<file path="src/rtl/irq_prio_pkg.sv">
package irq_prio_pkg;

  localparam int LVL_W   = 2;
  localparam int NUM_LVL = 4;

  typedef logic [LVL_W-1:0]   lvl_t;
  typedef logic [NUM_LVL-1:0] isr_t;

  // Highest set bit of an in-service vector (0 when empty).
  function automatic lvl_t isr_top(input isr_t v);
    lvl_t r;
    r = '0;
    for (int l = 0; l < NUM_LVL; l++) begin
      if (v[l]) r = lvl_t'(l);
    end
    return r;
  endfunction

  // One-hot mask of the highest set bit of an in-service vector.
  function automatic isr_t isr_top_mask(input isr_t v);
    isr_t m;
    m = '0;
    for (int l = 0; l < NUM_LVL; l++) begin
      if (v[l]) m = isr_t'(1) << l;
    end
    return m;
  endfunction

endpackage

</file>
<file path="src/rtl/irq_prio_regs.sv">
module irq_prio_regs #(
  parameter int NUM_GROUPS = 6,
  parameter int ADDR_W     = 8,
  parameter int DATA_W     = 8,
  parameter logic [ADDR_W-1:0] LO_ADDR = 8'hA9,
  parameter logic [ADDR_W-1:0] HI_ADDR = 8'hB9
) (
  input  logic                  clk,
  input  logic                  rst_n,
  input  logic                  we_i,
  input  logic [ADDR_W-1:0]     addr_i,
  input  logic [DATA_W-1:0]     wdata_i,
  output logic [DATA_W-1:0]     rdata_o,
  output logic [NUM_GROUPS-1:0] lo_o,
  output logic [NUM_GROUPS-1:0] hi_o
);

  logic [NUM_GROUPS-1:0] lo_q, lo_d, hi_q, hi_d;
  logic                  lo_en, hi_en;

  assign lo_en = we_i && (addr_i == LO_ADDR);
  assign hi_en = we_i && (addr_i == HI_ADDR);

  always_comb begin
    lo_d = lo_q;
    hi_d = hi_q;
    if (lo_en) lo_d = wdata_i[NUM_GROUPS-1:0];
    if (hi_en) hi_d = wdata_i[NUM_GROUPS-1:0];
  end

  always_ff @(posedge clk or negedge rst_n) begin
    if (!rst_n) begin
      lo_q <= '0;
      hi_q <= '0;
    end else begin
      lo_q <= lo_d;
      hi_q <= hi_d;
    end
  end

  always_comb begin
    rdata_o = '0;
    if (addr_i == LO_ADDR)      rdata_o[NUM_GROUPS-1:0] = lo_q;
    else if (addr_i == HI_ADDR) rdata_o[NUM_GROUPS-1:0] = hi_q;
  end

  generate
    if (NUM_GROUPS < DATA_W) begin : g_spare
      logic unused_wbits;
      assign unused_wbits = ^wdata_i[DATA_W-1:NUM_GROUPS];
    end
  endgenerate

  assign lo_o = lo_q;
  assign hi_o = hi_q;

  assert_lo_write_R2: assert property (@(posedge clk) disable iff (!rst_n)
    (we_i && addr_i == LO_ADDR) |=> lo_q == $past(wdata_i[NUM_GROUPS-1:0]));

  assert_hi_hold_R2: assert property (@(posedge clk) disable iff (!rst_n)
    !(we_i && addr_i == HI_ADDR) |=> $stable(hi_q));

endmodule

</file>
<file path="src/rtl/irq_select.sv">
module irq_select
  import irq_prio_pkg::*;
#(
  parameter int NUM_GROUPS  = 6,
  parameter int SRC_PER_GRP = 2,
  localparam int NSRC       = NUM_GROUPS * SRC_PER_GRP,
  localparam int VEC_W      = $clog2(NSRC)
) (
  input  logic [NSRC-1:0]       req_i,
  input  logic [NSRC-1:0]       en_i,
  input  logic                  glb_en_i,
  input  logic [NUM_GROUPS-1:0] lo_i,
  input  logic [NUM_GROUPS-1:0] hi_i,
  input  logic                  busy_i,
  input  lvl_t                  busy_lvl_i,
  output logic                  found_o,
  output logic [VEC_W-1:0]      idx_o,
  output lvl_t                  lvl_o
);

  lvl_t            src_lvl [NSRC];
  logic [NSRC-1:0] elig;

  genvar gs;
  generate
    for (gs = 0; gs < NSRC; gs++) begin : g_src
      localparam int GRP = gs / SRC_PER_GRP;
      assign src_lvl[gs] = {hi_i[GRP], lo_i[GRP]};
      assign elig[gs]    = req_i[gs] && en_i[gs] && glb_en_i &&
                           (!busy_i || (src_lvl[gs] > busy_lvl_i));
    end
  endgenerate

  // Ascending scan; strict compare keeps the earliest source on ties.
  always_comb begin
    found_o = 1'b0;
    idx_o   = '0;
    lvl_o   = '0;
    for (int s = 0; s < NSRC; s++) begin
      if (elig[s] && (!found_o || (src_lvl[s] > lvl_o))) begin
        found_o = 1'b1;
        idx_o   = VEC_W'(s);
        lvl_o   = src_lvl[s];
      end
    end
  end

endmodule

</file>
<file path="src/rtl/irq_inservice.sv">
module irq_inservice
  import irq_prio_pkg::*;
(
  input  logic clk,
  input  logic rst_n,
  input  logic ack_fire_i,
  input  lvl_t ack_lvl_i,
  input  logic reti_i,
  output logic busy_o,
  output lvl_t busy_lvl_o
);

  isr_t isr_q, isr_d;

  always_comb begin
    isr_d = isr_q;
    if (reti_i)     isr_d = isr_d & ~isr_top_mask(isr_q);
    if (ack_fire_i) isr_d[ack_lvl_i] = 1'b1;
  end

  always_ff @(posedge clk or negedge rst_n) begin
    if (!rst_n) isr_q <= '0;
    else        isr_q <= isr_d;
  end

  assign busy_o     = |isr_q;
  assign busy_lvl_o = isr_top(isr_q);

  assert_ack_set_R7: assert property (@(posedge clk) disable iff (!rst_n)
    (ack_fire_i && !reti_i) |=> isr_q[$past(ack_lvl_i)]);

  assert_reti_clear_R9: assert property (@(posedge clk) disable iff (!rst_n)
    (reti_i && !ack_fire_i && |isr_q) |=>
      ($countones(isr_q) == $past($countones(isr_q)) - 1) &&
      ((isr_q & $past(isr_q)) == isr_q));

endmodule

</file>
<file path="src/rtl/irq_prioritizer.sv">
module irq_prioritizer
  import irq_prio_pkg::*;
#(
  parameter int NUM_GROUPS  = 6,
  parameter int SRC_PER_GRP = 2,
  parameter int ADDR_W      = 8,
  parameter int DATA_W      = 8,
  parameter logic [ADDR_W-1:0] LO_ADDR = 8'hA9,
  parameter logic [ADDR_W-1:0] HI_ADDR = 8'hB9,
  localparam int NSRC       = NUM_GROUPS * SRC_PER_GRP,
  localparam int VEC_W      = $clog2(NSRC)
) (
  input  logic              clk,
  input  logic              rst_n,
  input  logic [NSRC-1:0]   req_i,
  input  logic [NSRC-1:0]   en_i,
  input  logic              glb_en_i,
  input  logic              reg_we_i,
  input  logic [ADDR_W-1:0] reg_addr_i,
  input  logic [DATA_W-1:0] reg_wdata_i,
  output logic [DATA_W-1:0] reg_rdata_o,
  input  logic              ack_i,
  input  logic              reti_i,
  output logic              irq_o,
  output logic [VEC_W-1:0]  vec_o
);

  logic [NUM_GROUPS-1:0] lo_w, hi_w;
  logic                  busy, found;
  lvl_t                  busy_lvl, sel_lvl;
  logic [VEC_W-1:0]      sel_idx;

  logic                  irq_q, irq_d;
  logic [VEC_W-1:0]      vec_q, vec_d;
  lvl_t                  lvl_q, lvl_d;
  logic                  ack_fire;

  irq_prio_regs #(
    .NUM_GROUPS(NUM_GROUPS), .ADDR_W(ADDR_W), .DATA_W(DATA_W),
    .LO_ADDR(LO_ADDR), .HI_ADDR(HI_ADDR)
  ) regs_i (
    .clk(clk), .rst_n(rst_n), .we_i(reg_we_i), .addr_i(reg_addr_i),
    .wdata_i(reg_wdata_i), .rdata_o(reg_rdata_o), .lo_o(lo_w), .hi_o(hi_w)
  );

  irq_select #(
    .NUM_GROUPS(NUM_GROUPS), .SRC_PER_GRP(SRC_PER_GRP)
  ) sel_i (
    .req_i(req_i), .en_i(en_i), .glb_en_i(glb_en_i), .lo_i(lo_w), .hi_i(hi_w),
    .busy_i(busy), .busy_lvl_i(busy_lvl),
    .found_o(found), .idx_o(sel_idx), .lvl_o(sel_lvl)
  );

  assign ack_fire = irq_q && ack_i;

  irq_inservice isr_i (
    .clk(clk), .rst_n(rst_n), .ack_fire_i(ack_fire), .ack_lvl_i(lvl_q),
    .reti_i(reti_i), .busy_o(busy), .busy_lvl_o(busy_lvl)
  );

  always_comb begin
    irq_d = irq_q;
    vec_d = vec_q;
    lvl_d = lvl_q;
    if (irq_q) begin
      if (ack_i) irq_d = 1'b0;
    end else begin
      irq_d = found;
      if (found) begin
        vec_d = sel_idx;
        lvl_d = sel_lvl;
      end
    end
  end

  always_ff @(posedge clk or negedge rst_n) begin
    if (!rst_n) begin
      irq_q <= 1'b0;
      vec_q <= '0;
      lvl_q <= '0;
    end else begin
      irq_q <= irq_d;
      vec_q <= vec_d;
      lvl_q <= lvl_d;
    end
  end

  assign irq_o = irq_q;
  assign vec_o = vec_q;

  assert_vec_hold_R6: assert property (@(posedge clk) disable iff (!rst_n)
    (irq_o && !ack_i) |=> (irq_o && $stable(vec_o)));

  assert_ack_drop_R7: assert property (@(posedge clk) disable iff (!rst_n)
    (irq_o && ack_i) |=> !irq_o);

  assert_preempt_R8: assert property (@(posedge clk) disable iff (!rst_n)
    irq_o |-> (!busy || (lvl_q > busy_lvl)));

  assert_gate_R5: assert property (@(posedge clk) disable iff (!rst_n)
    (!irq_o && !glb_en_i) |=> !irq_o);

endmodule

</file>
<file path="config.mk">
export PLATFORM = sky130hd
export DESIGN_NAME = irq_prioritizer
export DESIGN_NICKNAME = d
export VERILOG_FILES = /design/src/rtl/irq_prio_pkg.sv /design/src/rtl/irq_prio_regs.sv /design/src/rtl/irq_select.sv /design/src/rtl/irq_inservice.sv /design/src/rtl/irq_prioritizer.sv
export SDC_FILE = /design/constraint.sdc
export NUM_CORES = 1
export LEC_CHECK = 0
export CORE_UTILIZATION = 50
export CTS_CLUSTER_DIAMETER = 100
export DETAILED_ROUTE_END_ITERATION = 10
export PLACE_DENSITY = 0.92
export SYNTH_ARGS = -nofsm -noshare
export SYNTH_HDL_FRONTEND = slang
export SYNTH_SLANG_ARGS = --single-unit
</file>
<file path="constraint.sdc">
create_clock -name clk -period 16.9 [get_ports clk]
set_input_delay 2.535 -clock clk [delete_from_list [all_inputs] [get_ports clk]]
set_output_delay 2.535 -clock clk [all_outputs]
set_load 0.05 [all_outputs]
</file>
==> impl_results.html, run 1 <==
<table>
<tr><th>Metric</th><th>Value</th></tr>
<tr><th colspan="2">Timing</th></tr>
<tr><td>Fmax</td><td>62.0 MHz</td></tr>
<tr><td>Actual transition at the worst max-transition pin</td><td>~1.0 ns</td></tr>
<tr><td>Fin. Hold Viols</td><td>0</td></tr>
<tr><td>Hold slack</td><td>0.499 ns</td></tr>
<tr><td>Worst clock skew</td><td>between 0.004 and 0.005 ns</td></tr>
<tr><td>Portion of the clock cycle consumed by the worst path in the final layout</td><td>a little over nine tenths</td></tr>
<tr><td>Shortest clock period the worst path allows after layout</td><td>around 16 ns</td></tr>
<tr><td>Rel. slew slack</td><td>33.1%</td></tr>
<tr><td>Max Transition Viols Final</td><td>0</td></tr>
<tr><td>Final setup violation count</td><td>0</td></tr>
<tr><td>Setup slack after layout</td><td>just under 0.8 ns</td></tr>
<tr><th colspan="2">Route</th></tr>
<tr><td>Number of routed nets with antenna violations</td><td>0</td></tr>
<tr><td>DRC</td><td>0</td></tr>
<tr><td>DRT Pass-1 Iters</td><td>4</td></tr>
<tr><td>Drt wl/cell</td><td>15.9 um</td></tr>
<tr><td>Sum of routed wire length over all layers</td><td>around 6.2 mm</td></tr>
<tr><td>Violation count after the first detailed-routing iteration</td><td>148</td></tr>
<tr><td>Number of vias after detailed routing</td><td>approximately 2,400</td></tr>
<tr><td>Via density per instance</td><td>6.10</td></tr>
<tr><th colspan="2">Cells and area</th></tr>
<tr><td>Non-filler cells, final</td><td>~390</td></tr>
<tr><td>Most common cell after layout, fill and taps aside</td><td>sky130_fd_sc_hd__clkdlybuf4s50_1</td></tr>
<tr><td>Ratio of cells with drive above 1 in the final layout</td><td>between 10% and 20%</td></tr>
<tr><td>N_diodes</td><td>0</td></tr>
<tr><td>Final-layout fill cell count</td><td>between 300 and 400</td></tr>
<tr><td>Final nets</td><td>around 410</td></tr>
<tr><td>Final design instance area without fill</td><td>0.00303 mm^2</td></tr>
<tr><td>Synthesis-to-layout area growth</td><td>29.5%</td></tr>
<tr><td>Most frequent cells in the layout</td><td>sky130_fd_sc_hd__clkdlybuf4s50_1, sky130_fd_sc_hd__nand2_1, sky130_fd_sc_hd__nor2_1, sky130_fd_sc_hd__ha_1, sky130_fd_sc_hd__dfrtp_1</td></tr>
<tr><th colspan="2">Power</th></tr>
<tr><td>Part of the total power dissipated in sequential elements</td><td>between 20% and 30%</td></tr>
<tr><td>Static leakage</td><td>roughly 1.3 nW</td></tr>
<tr><td>Switching Share</td><td>a little under half</td></tr>
<tr><td>Combinational group share of total power</td><td>between 60% and 70%</td></tr>
<tr><td>Internal power summed over all cells</td><td>around 0.17 mW</td></tr>
<tr><td>Clock network power share</td><td>between 10% and 20%</td></tr>
<tr><td>Sw Pwr</td><td>between 0.1 and 0.15 mW</td></tr>
<tr><td>Ratio of total power to cell area</td><td>between 100 and 150 mW/mm^2</td></tr>
<tr><td>Maximum vdd ir drop</td><td>around 0.082 mV</td></tr>
<tr><th colspan="2">Clock tree</th></tr>
<tr><td>Maximum level of the CTS H-tree</td><td>1</td></tr>
<tr><td>Buffer cell driving the clock tree root</td><td>sky130_fd_sc_hd__clkbuf_8</td></tr>
<tr><td>Clk sink count</td><td>23</td></tr>
<tr><td>Worst-path clk slew</td><td>roughly 0.080 ns</td></tr>
<tr><td>TritonCTS clock tree</td><td>built</td></tr>
<tr><td>Number of buffers added by the clock tree synthesis step</td><td>3</td></tr>
<tr><td>Clk buf depth</td><td>2</td></tr>
<tr><td>Clock Latency Late Sink</td><td>roughly 0.26 ns</td></tr>
<tr><td>Hold-fix buffers, CTS</td><td>0</td></tr>
<tr><th colspan="2">Logic synthesis</th></tr>
<tr><td>Synth Area in Simple Gates</td><td>20.5%</td></tr>
<tr><td>Number of synthesized flops with an enable pin</td><td>0</td></tr>
<tr><td>Synth Area in Adders</td><td>between 10% and 20%</td></tr>
<tr><td>Share of the synthesized area in the top cell type</td><td>24.6%</td></tr>
<tr><td>Synthesis warning total</td><td>0</td></tr>
<tr><td>Number of storage elements in the synthesis netlist</td><td>23</td></tr>
<tr><td>Seq/Total Area, Yosys</td><td>between 20 and 25%</td></tr>
<tr><td>Async SR Flop Fraction</td><td>100%</td></tr>
<tr><td>Compound-Gate Fraction of Synth Area</td><td>between 20% and 30%</td></tr>
<tr><td>Most common flop cell mapped by yosys</td><td>sky130_fd_sc_hd__dfrtp_1</td></tr>
<tr><td>Largest family of logic cells by synthesized area</td><td>compound AO/OA/AOI/OAI gates</td></tr>
<tr><td>Per-instance average area after synthesis</td><td>between 8 and 9 um^2</td></tr>
<tr><td>Cell taking the most area after synthesis</td><td>sky130_fd_sc_hd__dfrtp_1</td></tr>
<tr><td>Post-synthesis mux area share</td><td>9.47%</td></tr>
<tr><td>Cell variety after synth</td><td>58</td></tr>
<tr><td>Netlist area before placement</td><td>roughly 0.0023 mm^2</td></tr>
<tr><td>XOR/XNOR Fraction of Synth Area</td><td>0%</td></tr>
<tr><td>Synthesized instance count</td><td>about 280</td></tr>
<tr><td>Top cells by area in the synthesized netlist</td><td>sky130_fd_sc_hd__dfrtp_1, sky130_fd_sc_hd__ha_1, sky130_fd_sc_hd__nand2_1</td></tr>
<tr><th colspan="2">Setup path</th></tr>
<tr><td>Reg2Reg Launch Point</td><td>isr_i.isr_q[2]</td></tr>
<tr><td>Max stage delay cell, worst path</td><td>sky130_fd_sc_hd__clkdlybuf4s50_1</td></tr>
<tr><td>Critical Path Start Type</td><td>input port</td></tr>
<tr><td>Type of the worst setup path</td><td>in2reg</td></tr>
<tr><td>FF-to-FF End</td><td>lvl_q[0]</td></tr>
<tr><td>Max stage delay on crit path</td><td>between 0.5 and 0.6 ns</td></tr>
<tr><td>Cell repeated most along the worst path</td><td>sky130_fd_sc_hd__ha_1</td></tr>
<tr><td>Endpoint type of the worst setup path</td><td>flop</td></tr>
<tr><td>Worst Reg-to-Reg Cells</td><td>67</td></tr>
<tr><td>Data arrival time of the critical path</td><td>16.28 ns</td></tr>
<tr><td>Maximum fanout along the worst path</td><td>9</td></tr>
<tr><td>Required time reported for the critical path endpoint</td><td>between 15 and 20 ns</td></tr>
<tr><td>Setup slack, reg-to-reg</td><td>~2.1 ns</td></tr>
<tr><th colspan="2">Job</th></tr>
<tr><td>Max-cap viol count</td><td>0</td></tr>
<tr><th colspan="2">Placement</th></tr>
<tr><td>Place WS</td><td>around 0.052 ns</td></tr>
<tr><td>Post-detailed-placement half-perimeter wirelength</td><td>approximately 4.8 mm</td></tr>
<tr><td>Count of buffers from port buffering</td><td>54</td></tr>
<tr><td>Routability cong.</td><td>roughly 0.87</td></tr>
<tr><td>Placed cell count</td><td>~380</td></tr>
<tr><td>Instance area after placement</td><td>0.00292 mm^2</td></tr>
<tr><th colspan="2">Floorplan</th></tr>
<tr><td>Die span in x</td><td>approximately 70 um</td></tr>
<tr><td>Placeable core area</td><td>0.00441 mm^2</td></tr>
<tr><td>DIE HEIGHT</td><td>70.4 um</td></tr>
<tr><td>Initial standard-cell utilization of the core</td><td>53.0%</td></tr>
<tr><td>Die area</td><td>around 0.0050 mm^2</td></tr>
<tr><td>Number of I/O pins</td><td>59</td></tr>
<tr><td># rows</td><td>24</td></tr>
<tr><th colspan="2">Min path</th></tr>
<tr><td>Min-Delay Endpoint</td><td>vec_o[2]</td></tr>
<tr><td>Min-delay worst type</td><td>reg2reg</td></tr>
<tr><td>Worst Min Path Start</td><td>vec_o[2]</td></tr>
<tr><td>Hold depth</td><td>2</td></tr>
<tr><th colspan="2">Global routing</th></tr>
<tr><td>Largest net degree at the start of global routing</td><td>24</td></tr>
<tr><td>Initial antenna violation count</td><td>0</td></tr>
<tr><td>Number of global-route vias before repair</td><td>between 2,000 and 2,500</td></tr>
<tr><td>Congestion Overflow GR</td><td>0</td></tr>
<tr><td>Global-route usage over all layers</td><td>24.5%</td></tr>
<tr><td>First-pass GRT wire length</td><td>between 9 and 10 mm</td></tr>
<tr><th colspan="2">Status</th></tr>
<tr><td>Result of the run</td><td>completed</td></tr>
</table>
[cell usage after synthesis, types with 2 or more instances]
cell	instances
sky130_fd_sc_hd__mux2_4	2
sky130_fd_sc_hd__nor3_1	5
sky130_fd_sc_hd__o211ai_1	4
sky130_fd_sc_hd__a31o_2	2
sky130_fd_sc_hd__nor2b_1	7
sky130_fd_sc_hd__buf_1	2
sky130_fd_sc_hd__a32oi_1	2
sky130_fd_sc_hd__mux2i_1	9
sky130_fd_sc_hd__buf_4	2
sky130_fd_sc_hd__dfrtp_1	23
sky130_fd_sc_hd__o21ai_0	17
sky130_fd_sc_hd__mux2_2	9
sky130_fd_sc_hd__inv_1	18
sky130_fd_sc_hd__o22ai_1	2
sky130_fd_sc_hd__a22oi_1	4
sky130_fd_sc_hd__a22o_1	3
sky130_fd_sc_hd__ha_1	25
sky130_fd_sc_hd__clkbuf_1	4
sky130_fd_sc_hd__nand3_1	10
sky130_fd_sc_hd__o2111ai_1	3
sky130_fd_sc_hd__a21o_1	2
sky130_fd_sc_hd__o21a_1	6
sky130_fd_sc_hd__nand2_1	42
sky130_fd_sc_hd__o22a_1	3
sky130_fd_sc_hd__or4_1	2
sky130_fd_sc_hd__nor2_1	26
sky130_fd_sc_hd__and2_1	3
sky130_fd_sc_hd__a21oi_1	16
[worst max-delay path: cells and delay by family]
family | cells | cell delay, ns
compound gates | 28 | 5.40
simple gates | 19 | 3.16
fa+ha+maj | 11 | 2.85
mux | 5 | 1.70
buf+inv | 2 | 0.61
[through the flow]
step / utilization (%) / total power, mW / setup TNS (ns)
final: 68.7 / 0.311 / 0
after global routing: 68.7 / 0.334 / -0.352
after CTS: 67.2 / 0.302 / 0
after detailed placement: 66.1 / 0.267 / 0
after global placement: 66.1 / 0.261 / 0
after floorplan: - / 0.215 / 0
[power by group through the flow]
| stage | Combinational (mW) | Clock [mW] | Sequential [mW] |
|---|---|---|---|
| 2_1_floorplan | 0.122 | 0 | 0.0933 |
| 3_3_place_gp | 0.183 | 0 | 0.0776 |
| 3_5_place_dp | 0.189 | 0 | 0.0777 |
| 4_1_cts | 0.190 | 0.0346 | 0.0770 |
| 5_1_grt | 0.219 | 0.0363 | 0.0788 |
| 6_report | 0.200 | 0.0341 | 0.0772 |
[kinds of logic after synthesis]
family          after synthesis
mux                          20
other cells                   1
compound gates               85
buf+inv                      26
fa+ha+maj                    26
simple gates                102
flops                        23
[layer usage]
layer	share of wire (%)	vias to the layer above	global-route usage [%]
li1	-	1159	-
met1	42	1118	30.9
met2	51	96	43.0
met3	4.9	14	1.73
met4	2.1	0	9.78
met5	0	-	0
[final cells by class]
type	count	area, um^2	area share (%)
Timing Repair Buffer	59	578	19.1
Clock inverter	1	5.00	0.165
Inverter	18	67.6	2.23
Clock buffer	3	41.3	1.36
Sequential cell	23	576	19.0
Multi-Input combinational cell	235	1700	56.0
Tap cell	52	65.1	2.15
[what timing repair did]
item                                    4_1_cts  5_1_grt
resized for setup                             0        7
endpoints found under the hold margin         0        0
setup buffers                                 0        4
endpoints found under the setup margin        0        6
[worst max path at each step]
stage	from	to	slack (ns)
detailed placement	glb_en_i	lvl_q[0]	0.05
global placement	glb_en_i	lvl_q[0]	0.50
floorplan	glb_en_i	lvl_q[0]	1.83
CTS	glb_en_i	lvl_q[0]	0.32
global route	glb_en_i	lvl_q[0]	-0.13
finish	glb_en_i	lvl_q[0]	0.78
[flip-flops by register name, indices dropped and copies added (netlist names)]
name	count
lvl_q	2
irq_o	1
regs_i.hi_o	6
isr_i.isr_q	4
regs_i.lo_o	6
vec_o	4
(Power assumes the default switching activity.)
==> run 2, diff against run 1 <==
Settings changed: CORE_UTILIZATION 50 to 51, CTS_BUF_LIST from default to sky130_fd_sc_hd__clkbuf_8, CTS_CLUSTER_SIZE from default to 14, PLACE_DENSITY 0.92 to 0.94.
==> impl_results.html, run 2 (synthesis gave the netlist of run 1 again) <==
<table>
<tr><th>Metric</th><th>Value</th></tr>
<tr><th colspan="2">Cells and area</th></tr>
<tr><td>Most frequent cells in the layout</td><td>sky130_fd_sc_hd__clkdlybuf4s50_1, sky130_fd_sc_hd__nand2_1, sky130_fd_sc_hd__nor2_1, sky130_fd_sc_hd__ha_1, sky130_fd_sc_hd__dfrtp_1 (unchanged)</td></tr>
<tr><td>Utilization after layout</td><td>69.0% (was 68.7%)</td></tr>
<tr><td>Final nets</td><td>411 (unchanged)</td></tr>
<tr><td>Ratio of cells with drive above 1 in the final layout</td><td>10.3% (was 10.9%)</td></tr>
<tr><td>Synthesis-to-layout area growth</td><td>29.3% (was 29.5%)</td></tr>
<tr><td>Final design instance area without fill</td><td>0.00303 mm^2 (about the same)</td></tr>
<tr><td>N_diodes</td><td>0 (unchanged)</td></tr>
<tr><td>Most common cell after layout, fill and taps aside</td><td>sky130_fd_sc_hd__clkdlybuf4s50_1 (unchanged)</td></tr>
<tr><th colspan="2">Setup path</th></tr>
<tr><td>Max stage delay on crit path</td><td>0.57 ns (was 0.58 ns)</td></tr>
<tr><td>Cell repeated most along the worst path</td><td>sky130_fd_sc_hd__ha_1 (unchanged)</td></tr>
<tr><td>Maximum fanout along the worst path</td><td>6 (was 9)</td></tr>
<tr><td>Endpoint type of the worst setup path</td><td>flop (unchanged)</td></tr>
<tr><td>Max stage delay cell, worst path</td><td>sky130_fd_sc_hd__clkdlybuf4s50_1 (unchanged)</td></tr>
<tr><td>Combined buffer and inverter count along the critical path</td><td>2 (unchanged)</td></tr>
<tr><td>Critical Path Start Type</td><td>input port (unchanged)</td></tr>
<tr><td>Type of the worst setup path</td><td>in2reg (unchanged)</td></tr>
<tr><td>Crit-path leading delay family</td><td>compound AO/OA/AOI/OAI gates (unchanged)</td></tr>
<tr><td>Data arrival time of the critical path</td><td>16.11 ns (was 16.28 ns)</td></tr>
<tr><td>Required time reported for the critical path endpoint</td><td>17.06 ns (about the same)</td></tr>
<tr><th colspan="2">Clock tree</th></tr>
<tr><td>Hold-fix buffers, CTS</td><td>0 (unchanged)</td></tr>
<tr><td>Clk buf depth</td><td>2 (unchanged)</td></tr>
<tr><td>Number of buffers added by the clock tree synthesis step</td><td>3 (unchanged)</td></tr>
<tr><td>Worst-path clk slew</td><td>0.08 ns (about the same)</td></tr>
<tr><td>TritonCTS clock tree</td><td>built (unchanged)</td></tr>
<tr><td>Clk sink count</td><td>23 (unchanged)</td></tr>
<tr><td>Maximum level of the CTS H-tree</td><td>1 (unchanged)</td></tr>
<tr><td>Buffer cell driving the clock tree root</td><td>sky130_fd_sc_hd__clkbuf_8 (unchanged)</td></tr>
<tr><td>Clock Latency Late Sink</td><td>0.26 ns (about the same)</td></tr>
<tr><th colspan="2">Route</th></tr>
<tr><td>Sum of routed wire length over all layers</td><td>6.25 mm (was 6.22 mm)</td></tr>
<tr><td>Number of vias after detailed routing</td><td>2,384 (was 2,387)</td></tr>
<tr><td>DRT Pass-1 Iters</td><td>4 (unchanged)</td></tr>
<tr><td>Via density per instance</td><td>6.10 (about the same)</td></tr>
<tr><td>DRC</td><td>0 (unchanged)</td></tr>
<tr><td>Drt wl/cell</td><td>16.0 um (was 15.9 um)</td></tr>
<tr><td>Violation count after the first detailed-routing iteration</td><td>154 (was 148)</td></tr>
<tr><td>Number of routed nets with antenna violations</td><td>0 (unchanged)</td></tr>
<tr><th colspan="2">Global routing</th></tr>
<tr><td>Largest net degree at the start of global routing</td><td>24 (unchanged)</td></tr>
<tr><td>Initial antenna violation count</td><td>0 (unchanged)</td></tr>
<tr><td>Number of global-route vias before repair</td><td>2,281 (was 2,230)</td></tr>
<tr><td>Congestion Overflow GR</td><td>0 (unchanged)</td></tr>
<tr><td>Global-route usage over all layers</td><td>25.4% (was 24.5%)</td></tr>
<tr><td>First-pass GRT wire length</td><td>10.1 mm (was 9.78 mm)</td></tr>
<tr><th colspan="2">Timing</th></tr>
<tr><td>Worst clock skew</td><td>0.00328 ns (was 0.00415 ns)</td></tr>
<tr><td>Max Transition Viols Final</td><td>0 (unchanged)</td></tr>
<tr><td>Fmax</td><td>62.7 MHz (was 62.0 MHz)</td></tr>
<tr><td>Setup slack after layout</td><td>0.952 ns (was 0.782 ns)</td></tr>
<tr><td>Portion of the clock cycle consumed by the worst path in the final layout</td><td>94.4% (was 95.4%)</td></tr>
<tr><td>Actual transition at the worst max-transition pin</td><td>1.03 ns (was 1.00 ns)</td></tr>
<tr><td>Final setup violation count</td><td>0 (unchanged)</td></tr>
<tr><td>Rel. slew slack</td><td>31.0% (was 33.1%)</td></tr>
<tr><td>Fin. Hold Viols</td><td>0 (unchanged)</td></tr>
<tr><td>Shortest clock period the worst path allows after layout</td><td>15.95 ns (was 16.12 ns)</td></tr>
<tr><td>Setup tns final</td><td>0 ns (unchanged)</td></tr>
<tr><th colspan="2">Power</th></tr>
<tr><td>Maximum vdd ir drop</td><td>0.0928 mV (was 0.0819 mV)</td></tr>
<tr><td>Overall power</td><td>0.310 mW (was 0.311 mW)</td></tr>
<tr><td>Static leakage</td><td>1.34 nW (about the same)</td></tr>
<tr><td>Ratio of total power to cell area</td><td>103 mW/mm^2 (about the same)</td></tr>
<tr><th colspan="2">Floorplan</th></tr>
<tr><td>Die area</td><td>0.00486 mm^2 (was 0.00496 mm^2)</td></tr>
<tr><td># rows</td><td>24 (unchanged)</td></tr>
<tr><td>DIE HEIGHT</td><td>69.7 um (was 70.4 um)</td></tr>
<tr><td>Die span in x</td><td>69.7 um (was 70.4 um)</td></tr>
<tr><td>Placeable core area</td><td>0.00438 mm^2 (was 0.00441 mm^2)</td></tr>
<tr><td>Number of I/O pins</td><td>59 (unchanged)</td></tr>
<tr><td>Initial standard-cell utilization of the core</td><td>53.4% (was 53.0%)</td></tr>
<tr><th colspan="2">Status</th></tr>
<tr><td>Result of the run</td><td>completed (unchanged)</td></tr>
<tr><th colspan="2">Placement</th></tr>
<tr><td>Routability cong.</td><td>0.843 (was 0.870)</td></tr>
<tr><td>Instance area after placement</td><td>0.00292 mm^2 (unchanged)</td></tr>
<tr><td>Place WS</td><td>0.0952 ns (was 0.0515 ns)</td></tr>
<tr><td>Count of buffers from port buffering</td><td>54 (unchanged)</td></tr>
<tr><td>Post-detailed-placement half-perimeter wirelength</td><td>4.88 mm (was 4.80 mm)</td></tr>
<tr><th colspan="2">Min path</th></tr>
<tr><td>Min-delay worst type</td><td>reg2reg (unchanged)</td></tr>
<tr><th colspan="2">Job</th></tr>
<tr><td>Max-cap viol count</td><td>0 (unchanged)</td></tr>
</table>
-- run 2: changes by cell type in the layout (fill, tap and decap cells not counted) --
cell                       change
sky130_fd_sc_hd__clkinv_2      -1
sky130_fd_sc_hd__inv_1         +1
sky130_fd_sc_hd__o21ai_1       +1
sky130_fd_sc_hd__o21ai_2       -1
-- run 2: layer usage --
metal / share of wire, % / GRT usage [%]
met5: 0 / 0
met3: 6.0 / 3.63
met2: 50 / 44.7
met4: 1.4 / 6.89
met1: 43 / 32.4
-- run 2: per-stage QoR --
step | hold WS [ns] | cells
2_1_floorplan | 0.458 | 284
3_3_place_gp | 0.479 | 383
3_5_place_dp | 0.477 | 383
4_1_cts | 0.507 | 387
5_1_grt | 0.541 | 391
6_report | 0.520 | 391
-- run 2: cell type report --
type | count | area (um^2)
multi-input cells | 235 | 1690
fillers | 350 | 1360
repair buffers | 59 | 578
flip-flops and latches | 23 | 576
inverters | 18 | 67.6
well taps | 52 | 65.1
clock buffers | 3 | 41.3
clock inverters | 1 | 3.75
-- run 2: worst register-to-register path, delay by kind of cell, from the launching register on --
family | cells | cell delay, ns
compound gates | 29 | 5.48
fa+ha+maj | 12 | 3.30
buf+inv | 1 | 0.04
flops | 1 | 0.45
mux | 5 | 1.65
simple gates | 20 | 3.58
-- run 2: power by group --
part           switching, mW  leakage [nW]  internal (mW)
logic                  0.114          1.04         0.0853
clock network         0.0172        0.0269         0.0162
registers             0.0109         0.277         0.0663
-- run 2: worst paths after layout --
path / to / depth (start not counted) / slack (ns) / startpoint
max reg2reg: lvl_q[0] / 67 / 2.31 / isr_i.isr_q[3]
min in group asynchronous: isr_i.isr_q[3] / 1 / 2.83 / rst_n
max: lvl_q[0] / 65 / 0.95 / glb_en_i
max in group asynchronous: regs_i.lo_o[3] / 1 / 13.45 / rst_n
min: vec_o[2] / 2 / 0.52 / vec_o[2]
min reg2reg: vec_o[2] / 2 / 0.52 / vec_o[2]
-- run 2: repair_timing --
item                                    CTS  global route
gates resized for setup                   0             6
buffers inserted                          0             4
endpoints found under the setup margin    0             6
